$ cat src/rtl/chain_walker_pkg.sv
package chain_walker_pkg;

  localparam int PTR_W        = 24;
  localparam int MEM_AW       = 21;
  localparam int LEN_W        = 8;
  localparam int END_BIT      = 23;
  localparam int NODE_COST    = 10;
  localparam int LOADED_EXTRA = 5;

  typedef enum logic [2:0] {
    ST_IDLE,
    ST_CHECK,
    ST_HDR,
    ST_PL_REQ,
    ST_PL_WAIT,
    ST_PL_SEND
  } walk_state_t;

  typedef struct packed {
    logic [LEN_W-1:0] len;
    logic [PTR_W-1:0] next;
  } node_hdr_t;

  function automatic node_hdr_t split_header(input logic [31:0] w);
    return node_hdr_t'(w);
  endfunction

  function automatic logic [MEM_AW-1:0] ptr_to_mem(input logic [PTR_W-1:0] p);
    return {p[MEM_AW-1:2], 2'b00};
  endfunction

  function automatic logic [31:0] node_cost(input logic [LEN_W-1:0] len);
    logic [31:0] c;
    c = 32'(NODE_COST);
    if (len != '0) c = c + 32'(LOADED_EXTRA) + 32'(len);
    return c;
  endfunction

endpackage

$ cat src/rtl/chain_cost_acc.sv
module chain_cost_acc
  import chain_walker_pkg::*;
#(
  parameter int COST_W = 32
) (
  input  logic             clk,
  input  logic             rst_n,
  input  logic             clear,
  input  logic             add_en,
  input  logic [LEN_W-1:0] len,
  output logic [COST_W-1:0] cost
);
  logic [31:0] step_cost;
  assign step_cost = node_cost(len);

  always_ff @(posedge clk or negedge rst_n) begin
    if (!rst_n)      cost <= '0;
    else if (clear)  cost <= '0;
    else if (add_en) cost <= cost + COST_W'(step_cost);
  end
endmodule

$ cat src/rtl/chain_node_guard.sv
module chain_node_guard #(
  parameter int LOOP_LIMIT = 8192
) (
  input  logic clk,
  input  logic rst_n,
  input  logic clear,
  input  logic inc,
  output logic at_limit
);
  localparam int CNT_W = $clog2(LOOP_LIMIT + 1);
  logic [CNT_W-1:0] count;

  always_ff @(posedge clk or negedge rst_n) begin
    if (!rst_n)                 count <= '0;
    else if (clear)             count <= '0;
    else if (inc && !at_limit)  count <= count + 1'b1;
  end

  assign at_limit = (count == CNT_W'(LOOP_LIMIT));
endmodule

$ cat src/rtl/chain_payload_ctr.sv
module chain_payload_ctr
  import chain_walker_pkg::*;
(
  input  logic              clk,
  input  logic              rst_n,
  input  logic              load,
  input  logic [PTR_W-1:0]  base_ptr,
  input  logic [LEN_W-1:0]  len,
  input  logic              step,
  output logic [MEM_AW-1:0] cur_addr,
  output logic              last
);
  logic [LEN_W-1:0] remain;

  always_ff @(posedge clk or negedge rst_n) begin
    if (!rst_n) begin
      cur_addr <= '0;
      remain   <= '0;
    end else if (load) begin
      cur_addr <= ptr_to_mem(base_ptr) + MEM_AW'(4);
      remain   <= len;
    end else if (step) begin
      cur_addr <= cur_addr + MEM_AW'(4);
      remain   <= remain - 1'b1;
    end
  end

  assign last = (remain == LEN_W'(1));
endmodule

$ cat src/rtl/dma_chain_walker.sv
module dma_chain_walker
  import chain_walker_pkg::*;
#(
  parameter int COST_W     = 32,
  parameter int LOOP_LIMIT = 8192
) (
  input  logic              clk,
  input  logic              rst_n,
  input  logic              start,
  input  logic [31:0]       start_addr,
  output logic              busy,
  output logic              done,
  output logic              loop_flag,
  output logic [COST_W-1:0] cost,
  output logic              mem_req,
  output logic [MEM_AW-1:0] mem_addr,
  input  logic              mem_rvalid,
  input  logic [31:0]       mem_rdata,
  output logic              sink_valid,
  output logic [31:0]       sink_data,
  input  logic              sink_ready
);
  walk_state_t       state;
  logic [PTR_W-1:0]  cur_ptr;
  logic [PTR_W-1:0]  next_ptr;
  logic [31:0]       word_q;
  node_hdr_t         hdr;
  logic [MEM_AW-1:0] pl_addr;
  logic              pl_last;
  logic              at_limit;

  // named events, also watched by the checker
  logic start_accept, hdr_accept, word_fire, at_end, walk_finish, loop_stop;

  assign hdr          = split_header(mem_rdata);
  assign start_accept = (state == ST_IDLE) && start;
  assign hdr_accept   = (state == ST_HDR) && mem_rvalid;
  assign word_fire    = (state == ST_PL_SEND) && sink_ready;
  assign at_end       = cur_ptr[END_BIT];
  assign walk_finish  = (state == ST_CHECK) && (at_end || at_limit);
  assign loop_stop    = walk_finish && !at_end;

  chain_cost_acc #(.COST_W(COST_W)) u_cost (
    .clk(clk), .rst_n(rst_n), .clear(start_accept),
    .add_en(hdr_accept), .len(hdr.len), .cost(cost)
  );

  chain_node_guard #(.LOOP_LIMIT(LOOP_LIMIT)) u_guard (
    .clk(clk), .rst_n(rst_n), .clear(start_accept),
    .inc(hdr_accept), .at_limit(at_limit)
  );

  chain_payload_ctr u_pl (
    .clk(clk), .rst_n(rst_n), .load(hdr_accept), .base_ptr(cur_ptr),
    .len(hdr.len), .step(word_fire), .cur_addr(pl_addr), .last(pl_last)
  );

  always_ff @(posedge clk or negedge rst_n) begin
    if (!rst_n) begin
      state     <= ST_IDLE;
      cur_ptr   <= '0;
      next_ptr  <= '0;
      word_q    <= '0;
      done      <= 1'b0;
      loop_flag <= 1'b0;
    end else begin
      done <= 1'b0;
      unique case (state)
        ST_IDLE: if (start) begin
          cur_ptr   <= start_addr[PTR_W-1:0];
          loop_flag <= 1'b0;
          state     <= ST_CHECK;
        end
        ST_CHECK: begin
          if (walk_finish) begin
            done      <= 1'b1;
            loop_flag <= loop_stop;
            state     <= ST_IDLE;
          end else begin
            state <= ST_HDR;
          end
        end
        ST_HDR: if (mem_rvalid) begin
          next_ptr <= hdr.next;
          if (hdr.len == '0) begin
            cur_ptr <= hdr.next;
            state   <= ST_CHECK;
          end else begin
            state <= ST_PL_REQ;
          end
        end
        ST_PL_REQ: state <= ST_PL_WAIT;
        ST_PL_WAIT: if (mem_rvalid) begin
          word_q <= mem_rdata;
          state  <= ST_PL_SEND;
        end
        ST_PL_SEND: if (sink_ready) begin
          if (pl_last) begin
            cur_ptr <= next_ptr;
            state   <= ST_CHECK;
          end else begin
            state <= ST_PL_REQ;
          end
        end
        default: state <= ST_IDLE;
      endcase
    end
  end

  assign busy       = (state != ST_IDLE);
  assign mem_req    = ((state == ST_CHECK) && !walk_finish) || (state == ST_PL_REQ);
  assign mem_addr   = (state == ST_PL_REQ) ? pl_addr : ptr_to_mem(cur_ptr);
  assign sink_valid = (state == ST_PL_SEND);
  assign sink_data  = word_q;
endmodule

$ cat config.mk
export PLATFORM = sky130hd
export DESIGN_NAME = dma_chain_walker
export DESIGN_NICKNAME = d
export VERILOG_FILES = /design/src/rtl/chain_walker_pkg.sv /design/src/rtl/chain_cost_acc.sv /design/src/rtl/chain_node_guard.sv /design/src/rtl/chain_payload_ctr.sv /design/src/rtl/dma_chain_walker.sv
export SDC_FILE = /design/constraint.sdc
export NUM_CORES = 1
export LEC_CHECK = 0
export ABC_AREA = 1
export BUFFER_PORTS_ARGS = -buffer_cell sky130_fd_sc_hd__buf_2
export CELL_PAD_IN_SITES_DETAIL_PLACEMENT = 0
export CELL_PAD_IN_SITES_GLOBAL_PLACEMENT = 2
export CORE_MARGIN = 3
export CORE_UTILIZATION = 32
export CTS_CLUSTER_DIAMETER = 60
export DETAILED_ROUTE_END_ITERATION = 12
export PLACE_DENSITY_LB_ADDON = 0.15
export SETUP_SLACK_MARGIN = 0.4
export SYNTH_ARGS = -nofsm -noshare
export SYNTH_HDL_FRONTEND = slang
export SYNTH_SLANG_ARGS = --single-unit
$ cat constraint.sdc
create_clock -name clk -period 2.65 [get_ports clk]
set_input_delay 0.3975 -clock clk [delete_from_list [all_inputs] [get_ports clk]]
set_output_delay 0.3975 -clock clk [all_outputs]
set_load 0.005 [all_outputs]
==> results.cfg <==
[run_status]
status = completed

[worst_setup_path]
critPathSlowestCell = dfrtp_2
critPathTopFamily = simple AND/OR/NAND/NOR gates
crit_type = flip-flop to primary output
cp-startpoint = state[0]$_DFFE_PN0P_
start_kind = flip-flop
path_cells = inv_1 > nor2_4 > nand2_4 > buf_12 > nor2_1 > a21oi_4 > buf_2
critPathCaptureType = primary output
reg2reg_from = state[2]$_DFFE_PN0P_
critical_path_required_ns = 2.25
slowest_delay_ns = 0.45
crit_buf_inv = 3
cp.arrival_ns = 1.78
cp_max_fo = 15

[power]
p_total_w = 0.0108
power.density_mw_per_mm2 = 956
p_int_w = 0.00624
p_switching_w = 0.00451
pwr-share-seq_pct = 33.3
pwr-share-clk_pct = 22.8
sw_frac_of_total_pct = 42.0
leakage_nw = 5.63
ir_drop_mv = 0.449
pwr-share-comb_pct = 43.9

[die]
start_util_pct = 33.1
die_w_um = 171
fp.dieH_um = 171
die_area_sq_mm = 0.0294
core_area_sq_mm = 0.0264
ioPinCount = 159
num_rows = 59

[final_layout]
design_area_sq_mm = 0.0113
layout_common_cells = nand2_1, dfrtp_1, buf_2, inv_1, o21ai_0
layout_commonest_cell = nand2_1
n_fill_cell = 2786
drive_gt1_share_pct = 24.9
areaGrowthSynthToFinish_pct = 28.6
multi_input_area_sq_mm = 0.00456
fin_nets = 1471
final-seq-area_sq_mm = 0.00376

[sta]
hold_viol = 0
fmax_ghz = 0.459
period_share_pct = 82.2
worstMarginPinSlew_ns = 0.534
fin_crit_ns = 2.18
slew_headroom_pct = 64.4
tns_ns = 0
post-route-worst-setup-slack_ns = 0.472
drv_slew = 0
setup_viol = 0
rsz0062_at_grt = yes
fin_skew_ns = 0.0153

[detailed_routing]
dr.pass1.iters = 5
wl_mm = 27.9
drtIter0Drc = 429
num_vias = 8407
wl_per_cell_um = 16.1
antenna_left = 0
vias_per_cell = 4.85
drc_errors = 0

[synth]
synth_edf_count = 0
syn_avg_cell_area_sq_um = 7.31
syn_inst = 1197
ys_seq_elements = 150
synth_cell_types = 49
yosys_warnings = 0
synth_area_sq_mm = 0.00875
synthArstFlopShare_pct = 100
synthFlopType = dfrtp_1
ys_seq_area_share_pct = 42.9

[worst_hold_path]
hp-class = input port to flip-flop
min_from = mem_rdata[0]

[global_routing]
grtUsageTotal_pct = 18.9
globalRouteOverflowTotal = 0
grt_pass1_wl_mm = 43.7
first_global_vias = 8120
grt_max_degree = 76
grt_antenna_before_repair = 1

[placed_design]
place_ws_ns = -0.0532
port_buffers = 144
placed_area_sq_mm = 0.0102
dp_hpwl_mm = 19.6
routabilityCongestion = 0.800

[clocking]
cts_buffers = 17
cts_tree = yes
htree_levels = 4
path_clk_slew_ns = 0.07
clockBufferDepth = 2
clock_latency_ns = 0.44
root_buffer = clkbuf_16
cts_sinks = 150

[flow_run]
maxCapViolations = 0
## final timing paths
kind / to / slack [ns] / cells past startpoint
worst min register to register: loop_flag$_DFFE_PN0P_ / 0.48 / 1
min in group asynchronous: sink_data[6]$_DFFE_PN0P_ / 0.52 / 3
worst max-delay path: mem_addr[17] / 0.47 / 7
worst min-delay path: sink_data[0]$_DFFE_PN0P_ / 0.19 / 2
worst max register to register: u_pl.cur_addr[12]$_DFFE_PN0P_ / 0.49 / 11
max in group asynchronous: u_guard.count[11]$_DFFE_PN0P_ / 1.71 / 3
## worst register-to-register path: stages (launching register included)
cell	delay (ns)
dfrtp_2	0.49
nor2_8	0.16
nand3_4	0.16
o21ai_4	0.24
ha_4	0.17
nand3_4	0.10
nor2_4	0.21
nand2_2	0.12
inv_2	0.12
nand3_1	0.08
nand3_1	0.08
o21ai_0	0.10
## final cells by class
| type | instances | share of cell area (%) |
|---|---|---|
| inverter | 145 | 5.09 |
| clock buffer | 18 | 3.81 |
| timing repair buffer | 211 | 12.2 |
| tap | 335 | 3.73 |
| multi-input combinational | 860 | 40.5 |
| sequential | 150 | 33.4 |
| antenna | 1 | 0.0222 |
| clock inverter | 14 | 1.28 |
## registers in the layout, summed over array words and instances (netlist names)
name and flops:
u_pl.cur_addr 19, u_cost.cost 32, u_guard.count 14, next_ptr 20, state 3, done 1
u_pl.remain 8, loop_flag 1, cur_ptr 20, sink_data 32
## metrics by stage
stage | instances | util, % | hold WS (ns)
6_report | 1734 | 42.6 | 0.191
5_1_grt | 1734 | 42.6 | 0.180
4_1_cts | 1717 | 40.9 | 0.166
3_5_place_dp | 1679 | 38.4 | 0.445
3_3_place_gp | 1679 | 38.4 | 0.447
2_1_floorplan | 1198 | - | 0.102
## logic make-up (layout without fill, tap and decap cells)
logic type | Yosys count | in the layout | share of synthesized area [%]
and+or+nand+nor | 602 | 603 | 29.5
AOI/OAI and AO/OA | 216 | 216 | 13.9
buffers and inverters | 189 | 388 | 8.80
DFF | 150 | 150 | 42.9
xor gates and xnor gates | 18 | 18 | 1.80
adders and majority gates | 17 | 17 | 2.52
muxes | 4 | 4 | 0.515
other | 1 | 3 | 0.0429
## power groups by stage
stage / combinational (W) / sequential, W / clock, W
global placement: 0.00433 / 0.00359 / 0
CTS: 0.00442 / 0.00357 / 0.00254
global route: 0.00536 / 0.00369 / 0.00263
finish: 0.00472 / 0.00358 / 0.00246
floorplan: 0.00269 / 0.00353 / 0
detailed placement: 0.00437 / 0.00360 / 0
## per-layer routing
| layer | wire length [um] | vias up | GRT usage, % | part of all wire, % |
|---|---|---|---|---|
| met1 | 13100 | 3980 | 25.4 | 47 |
| met5 | 0 | - | 0 | 0 |
| li1 | - | 4278 | - | - |
| met4 | 260 | 0 | 3.92 | 0.93 |
| met2 | 13500 | 133 | 31.8 | 48 |
| met3 | 1010 | 16 | 3.70 | 3.6 |
## cells in the mapped netlist (4+ instances only)
master	n	area, sq um
nor2_1	87	327
o221ai_1	4	35.0
a31oi_1	6	37.5
o21ai_0	117	586
buf_2	12	60.1
o21ai_1	13	65.1
ha_1	16	200
nor3_1	24	120
inv_1	138	518
mux2_2	4	45.0
nand3_1	50	250
o31ai_1	6	45.0
nand4_1	37	231
a21oi_1	31	155
o211ai_1	23	173
buf_6	4	45.0
xor2_1	10	87.6
clkbuf_1	22	82.6
dfrtp_1	150	3750
inv_2	7	26.3
nand2_1	376	1410
nor2_2	6	37.5
xnor2_1	8	70.1
## timing repair
| item | CTS | global route |
|---|---|---|
| setup endpoints to repair | 29 | 79 |
| hold endpoints to repair | 29 | 0 |
| setup buffers | 5 | 12 |
| hold buffers | 1 | 0 |
| pin swaps | 2 | 22 |
| resized for setup | 14 | 84 |
| cloned | 0 | 4 |
Note: power is estimated with default switching activity, not from simulation.
